[src/rtl/qddc_pkg.sv]
package qddc_pkg;

    localparam int unsigned DEF_EXP_MIN = 2;
    localparam int unsigned DEF_EXP_MAX = 8;

    // Oscillator phase, advancing a quarter turn per sample
    typedef enum logic [1:0] {
        PH_0   = 2'd0,
        PH_90  = 2'd1,
        PH_180 = 2'd2,
        PH_270 = 2'd3
    } lo_phase_e;

    // Ternary level -1, 0, +1
    typedef logic signed [1:0] tern_t;

    typedef struct packed {
        tern_t i_part;
        tern_t q_part;
    } mix_pair_t;

    function automatic tern_t bit_to_level(logic b);
        return b ? 2'sb01 : 2'sb11;
    endfunction

    // Multiplier-free quarter-rate mixing of a one-bit sample
    function automatic mix_pair_t quarter_mix(lo_phase_e ph, logic b);
        mix_pair_t r;
        tern_t     lvl;
        lvl = bit_to_level(b);
        r   = '0;
        case (ph)
            PH_0:    r.i_part = lvl;
            PH_90:   r.q_part = lvl;
            PH_180:  r.i_part = -lvl;
            default: r.q_part = -lvl;
        endcase
        return r;
    endfunction

    function automatic int unsigned clamp_exp(int unsigned e, int unsigned lo, int unsigned hi);
        if (e < lo) return lo;
        if (e > hi) return hi;
        return e;
    endfunction

endpackage

[src/rtl/qddc_lo_mixer.sv]
module qddc_lo_mixer
    import qddc_pkg::*;
(
    input  logic      clk,
    input  logic      rst,
    input  logic      bit_in,
    output mix_pair_t mix
);

    lo_phase_e phase;

    always_ff @(posedge clk) begin
        if (rst) begin
            phase <= PH_0;
        end else begin
            phase <= lo_phase_e'(phase + 2'd1);
        end
    end

    always_comb begin
        mix = quarter_mix(phase, bit_in);
    end

endmodule

[src/rtl/qddc_rate_ctrl.sv]
module qddc_rate_ctrl
    import qddc_pkg::*;
#(
    parameter int unsigned EXP_MIN = DEF_EXP_MIN,
    parameter int unsigned EXP_MAX = DEF_EXP_MAX,
    parameter int unsigned EXP_W   = 4
) (
    input  logic             clk,
    input  logic             rst,
    input  logic [EXP_W-1:0] dec_exp,
    output logic             tick,
    output logic             fire
);

    localparam int unsigned PRIME_TICKS = 2;

    logic [EXP_W-1:0]   n_cur;
    logic [EXP_MAX-1:0] sample_cnt;
    logic [EXP_MAX-1:0] mask;
    logic [1:0]         primed;

    always_ff @(posedge clk) begin
        if (rst) begin
            n_cur      <= EXP_W'(clamp_exp(32'(dec_exp), EXP_MIN, EXP_MAX));
            sample_cnt <= '0;
            primed     <= '0;
        end else begin
            sample_cnt <= sample_cnt + 1'b1;
            if (tick && (primed != 2'(PRIME_TICKS))) begin
                primed <= primed + 2'd1;
            end
        end
    end

    // Low n bits of the free-running counter select the decimation phase
    always_comb begin
        for (int b = 0; b < int'(EXP_MAX); b++) begin
            mask[b] = (b < int'(n_cur));
        end
    end

    assign tick = ((sample_cnt & mask) == mask);
    assign fire = tick && (primed == 2'(PRIME_TICKS));

endmodule

[src/rtl/qddc_cic2.sv]
module qddc_cic2
    import qddc_pkg::*;
#(
    parameter int unsigned ACC_W = 18
) (
    input  logic                    clk,
    input  logic                    rst,
    input  tern_t                   x,
    input  logic                    tick,
    input  logic                    fire,
    output logic signed [ACC_W-1:0] y
);

    logic signed [ACC_W-1:0] x_ext;
    logic signed [ACC_W-1:0] integ1, integ2;
    logic signed [ACC_W-1:0] comb_d1, comb_d2;
    logic signed [ACC_W-1:0] diff1, diff2;

    assign x_ext = {{(ACC_W-2){x[1]}}, x};
    assign diff1 = integ2 - comb_d1;
    assign diff2 = diff1 - comb_d2;

    always_ff @(posedge clk) begin
        if (rst) begin
            integ1  <= '0;
            integ2  <= '0;
            comb_d1 <= '0;
            comb_d2 <= '0;
            y       <= '0;
        end else begin
            integ1 <= integ1 + x_ext;
            integ2 <= integ2 + integ1;
            if (tick) begin
                comb_d1 <= integ2;
                comb_d2 <= diff1;
            end
            if (fire) begin
                y <= diff2;
            end
        end
    end

endmodule

[src/rtl/qddc_top.sv]
module qddc_top
    import qddc_pkg::*;
#(
    parameter  int unsigned EXP_MIN = DEF_EXP_MIN,
    parameter  int unsigned EXP_MAX = DEF_EXP_MAX,
    localparam int unsigned EXP_W   = $clog2(EXP_MAX + 1),
    localparam int unsigned OUT_W   = 2 * EXP_MAX + 2
) (
    input  logic                    clk,
    input  logic                    rst,
    input  logic                    bit_in,
    input  logic [EXP_W-1:0]        dec_exp,
    output logic signed [OUT_W-1:0] i_out,
    output logic signed [OUT_W-1:0] q_out,
    output logic                    out_valid
);

    localparam int unsigned N_BRANCH = 2;

    mix_pair_t               mix;
    logic                    tick;
    logic                    fire;
    tern_t                   branch_in  [N_BRANCH];
    logic signed [OUT_W-1:0] branch_out [N_BRANCH];

    qddc_lo_mixer u_mixer (
        .clk    (clk),
        .rst    (rst),
        .bit_in (bit_in),
        .mix    (mix)
    );

    qddc_rate_ctrl #(
        .EXP_MIN (EXP_MIN),
        .EXP_MAX (EXP_MAX),
        .EXP_W   (EXP_W)
    ) u_rate (
        .clk     (clk),
        .rst     (rst),
        .dec_exp (dec_exp),
        .tick    (tick),
        .fire    (fire)
    );

    assign branch_in[0] = mix.i_part;
    assign branch_in[1] = mix.q_part;

    for (genvar g = 0; g < int'(N_BRANCH); g++) begin : g_branch
        qddc_cic2 #(
            .ACC_W (OUT_W)
        ) u_cic (
            .clk  (clk),
            .rst  (rst),
            .x    (branch_in[g]),
            .tick (tick),
            .fire (fire),
            .y    (branch_out[g])
        );
    end

    assign i_out = branch_out[0];
    assign q_out = branch_out[1];

    always_ff @(posedge clk) begin
        if (rst) begin
            out_valid <= 1'b0;
        end else begin
            out_valid <= fire;
        end
    end

endmodule

[config.mk]
export PLATFORM = sky130hd
export DESIGN_NAME = qddc_top
export DESIGN_NICKNAME = d
export VERILOG_FILES = /design/src/rtl/qddc_pkg.sv /design/src/rtl/qddc_lo_mixer.sv /design/src/rtl/qddc_rate_ctrl.sv /design/src/rtl/qddc_cic2.sv /design/src/rtl/qddc_top.sv
export SDC_FILE = /design/constraint.sdc
export NUM_CORES = 1
export LEC_CHECK = 0
export ABC_AREA = 0
export CORE_MARGIN = 2
export CORE_UTILIZATION = 32
export CTS_CLUSTER_DIAMETER = 80
export DETAILED_ROUTE_END_ITERATION = 16
export GPL_ROUTABILITY_DRIVEN = 1
export GPL_TIMING_DRIVEN = 1
export PLACE_DENSITY_LB_ADDON = 0.08
export SETUP_SLACK_MARGIN = 0.3
export SYNTH_ARGS = -nofsm -noshare
export SYNTH_HDL_FRONTEND = slang
export SYNTH_SLANG_ARGS = --single-unit
[constraint.sdc]
create_clock -name clk -period 4.5 [get_ports clk]
set_input_delay 0.45 -clock clk [delete_from_list [all_inputs] [get_ports clk]]
set_output_delay 0.45 -clock clk [all_outputs]
set_load 0.01 [all_outputs]
==> reports/results.ini <==
[run_status]
status = finished clean

[clocking]
path_clk_slew_ns = 0.07
htreeDepth = 4
cts_tree = done
worstSkewPairLatency_ns = 0.47
cts_sinks = 197
ctsResizeCount = 0
cts_buffers = 17
postCtsSetupRepairBufs = 0
clockBufferDepth = 2
root_buffer = clkbuf_16
hold_buffers = 0

[placement]
port_buffers = 43
hpwl_um = 21100
placed_area_mm2 = 0.0135
gp_congestion = 0.773
post-place-ws_ns = 0.500

[floorplanning]
fp.dieH_um = 201
start_util_pct = 32.3
die_area_mm2 = 0.0406
die_w_um = 201
pin_count = 44
rows = 72
core_area_mm2 = 0.0386

[synth]
synth_warnings = 0
netlist_area_mm2 = 0.0125
ys.flop_type = dfxtp_1
synthDistinctLibCells = 65
synth_fp_nets = 1697
yosys.area.top_type_share_pct = 31.0
synth_most_common_cell = nand2_1
yosys.area_share.simple_pct = 19.2
synthCells = 1540
ys_async_sr_fraction_pct = 0
synthTopCellsByArea = dfxtp_1 31%, ha_1 14%, a21oi_1 6.4%
synth_compound_area_share_pct = 19.5
ys_ff_latch = 197
synth.yosys.seq_area_share_pct = 32.0
synth_area_per_cell_um2 = 8.10
synthMuxAreaShare_pct = 0.592
synth_adder_area_share_pct = 15.5
synth_xor_xnor_area_share_pct = 8.22
synth_top_family_by_area = compound AO/OA/AOI/OAI gates
synth_top_cell_by_area = dfxtp_1
synth_common_cells = 209 x nand2_1, 193 x dfxtp_1, 160 x a21oi_1
synth-edff-count = 4

[routing]
vias = 9972
wirelength_um = 28500
dr.pass1.iters = 5
routed_via_density = 4.76
drtIter0Drc = 422
drc = 0
wl_per_cell_um = 13.6
detail-route-antenna-nets = 0

[setup_path]
arrival_ns = 4.22
end_kind = flop
setup.worst_path.class = reg2reg
start_kind = flop
crit_start = g_branch[1].u_cic.integ2[0]$_SDFF_PP0_
max_stage_delay_ns = 0.40
worst-path-max-fanout = 6
r2r_end = g_branch[1].u_cic.y[15]$_SDFFE_PP0P_
critical_path_buf_inv_count = 1
cp-endpoint = g_branch[1].u_cic.y[15]$_SDFFE_PP0P_
r2r_cells = 18
cp_slowest_cell = fa_1
worstReg2RegStart = g_branch[1].u_cic.integ2[0]$_SDFF_PP0_
cp_top_family = compound AO/OA/AOI/OAI gates
rrSetupSlack_ns = 0.67
worstPathCellList = inv_1, ha_1, fa_1, nor2b_1, o21ai_0, a21boi_1, o21a_1, nor2_1, xnor2_1, ha_1, or3_1, or3_1, o21a_1, a31o_2, a211oi_2, xnor2_1, nand2_1, a21oi_1
crit_cells = 18
cp_data_required_time_ns = 4.89

[pwr]
power.switching_w = 0.00442
power.share.clock_pct = 15.5
ir_drop_v = 0.000294
leakagePower_nw = 5.47
sequentialPowerShare_pct = 22.0
intPower_w = 0.00549
pwr-share-comb_pct = 62.5
p_per_area_mw_per_mm2 = 706
sw_frac_of_total_pct = 44.6
finalPower_w = 0.00991

[timing]
tightestPinTransition_ns = 0.874
rsz0062_at_grt = yes
relSlewSlack_pct = 41.8
skew_ns = 0.0146
maxSlewViolCount = 0
fin_crit_ns = 3.83
finalSetupTns_ns = 0
setup_ws_ns = 0.666
finalHoldViolations = 0
setup_viol = 0
fmax_ghz = 0.261
post-route-period-util_pct = 85.2

[global_routing]
grt.total_usage_pct = 14.6
grt_pass1_vias = 9720
grt_util_met3_pct = 2.36
grt_pass1_wl_um = 48400
grtUsageMet2_pct = 23.3
grt.overflow.total = 0
grt_antenna_before_repair = 0
grt_max_degree = 148
grt-busiest-layer = met2
grtUsageMet1_pct = 20.1

[layout]
final_util_pct = 36.4
fin_nets = 1720
n_antenna_cell = 0
multiInputGateArea_mm2 = 0.00786
syn2layout_area_growth_pct = 12.5
drive_gt1_share_pct = 5.20
fillers = 4107
fin_area_mm2 = 0.0140
regArea_mm2 = 0.00398

[worst_hold_path]
min_path_type = in2reg
hold_depth = 2

[run]
cap_violations = 0

worst reg2reg max path, cell delays in order (launching register included):
cell	delay (ns)
dfxtp_1	0.36
inv_1	0.05
ha_1	0.20
fa_1	0.40
nor2b_1	0.12
o21ai_0	0.10
a21boi_1	0.20
o21a_1	0.15
nor2_1	0.05
xnor2_1	0.14
ha_1	0.27
or3_1	0.37
or3_1	0.31
o21a_1	0.19
a31o_2	0.26
a211oi_2	0.22
xnor2_1	0.15
nand2_1	0.07
a21oi_1	0.15
registers in the layout (all words and copies together), names as in the netlist:
name / flops
g_branch.u_cic.comb_d1: 36
g_branch.u_cic.comb_d2: 36
g_branch.u_cic.integ1: 36
g_branch.u_cic.integ2: 36
g_branch.u_cic.y: 36
u_rate.sample_cnt: 8
u_rate.n_cur: 4
u_mixer.phase: 2
u_rate.primed: 2
out_valid: 1
stage by stage:
step,hold slack [ns],std cells
final,0.399,2094
after global routing,0.411,2094
after floorplan,0.436,1540
after global placement,0.439,2062
after CTS,0.389,2094
after detailed placement,0.444,2062
kinds of logic after synthesis:
logic type / Yosys count
AND/OR/NAND/NOR: 525
AO/OA/AOI/OAI: 378
flip-flops: 197
buffers and inverters: 166
adder cells (fa/ha/maj): 150
XOR/XNOR: 117
multiplexers: 7
placed cells by master, fill, tap and decap left out, types with 6 or more instances in the layout:
master | Yosys | routed
nor3_1 | 35 | 35
and3_1 | 9 | 9
clkdlybuf4s50_1 | 0 | 42
nand2b_1 | 19 | 19
nor2_1 | 132 | 131
xnor2_1 | 63 | 63
buf_4 | 1 | 10
a211oi_1 | 17 | 17
nand3_1 | 28 | 28
clkbuf_16 | 0 | 17
dfxtp_1 | 193 | 193
o211ai_1 | 11 | 11
a21oi_1 | 160 | 160
o21a_1 | 18 | 18
ha_1 | 142 | 142
a21o_1 | 29 | 29
o21ai_1 | 18 | 17
inv_6 | 0 | 6
nand2_1 | 209 | 209
and4_1 | 6 | 6
nor2b_1 | 33 | 33
a21boi_0 | 9 | 8
or3_1 | 12 | 12
fa_1 | 8 | 8
xor2_1 | 54 | 54
nand4_1 | 8 | 8
a31oi_1 | 9 | 9
inv_1 | 116 | 116
or2_2 | 8 | 8
a21oi_2 | 9 | 9
and2_1 | 8 | 8
o21ai_0 | 47 | 47
area by class of cell:
class / instances / share of cell area [%]
multi-input combinational: 1177 / 56.1
sequential: 197 / 28.4
tap: 518 / 4.62
timing repair buffer: 54 / 3.76
inverter: 116 / 3.10
clock buffer: 18 / 3.06
clock inverter: 14 / 0.999
power by group through the flow:
stage          Sequential, W  Combinational [W]  Clock (W)
3_3_place_gp         0.00223            0.00626          0
5_1_grt              0.00222            0.00700    0.00167
2_1_floorplan        0.00213            0.00503          0
3_5_place_dp         0.00223            0.00622          0
6_report             0.00218            0.00619    0.00153
4_1_cts              0.00219            0.00624    0.00161
worst min-delay path by stage:
stage / startpoint / slack [ns] / end
final: rst / 0.40 / u_rate.sample_cnt[5]$_SDFF_PP0_
after global placement: g_branch[1].u_cic.y[4]$_SDFFE_PP0P_ / 0.44 / g_branch[1].u_cic.y[4]$_SDFFE_PP0P_
after global routing: rst / 0.41 / u_rate.sample_cnt[4]$_SDFF_PP0_
after floorplan: g_branch[0].u_cic.comb_d1[10]$_SDFFE_PP0N_ / 0.44 / g_branch[0].u_cic.comb_d1[10]$_SDFFE_PP0N_
after CTS: rst / 0.39 / u_rate.sample_cnt[5]$_SDFF_PP0_
after detailed placement: g_branch[0].u_cic.y[3]$_SDFFE_PP0P_ / 0.44 / g_branch[0].u_cic.y[3]$_SDFFE_PP0P_
metal layers:
metal / vias up / routed length, um
li1: 5344 / -
met1: 4506 / 15200
met2: 99 / 12200
met3: 23 / 713
met4: 0 / 393
met5: - / 0
Power figures use the tool's default switching activity.
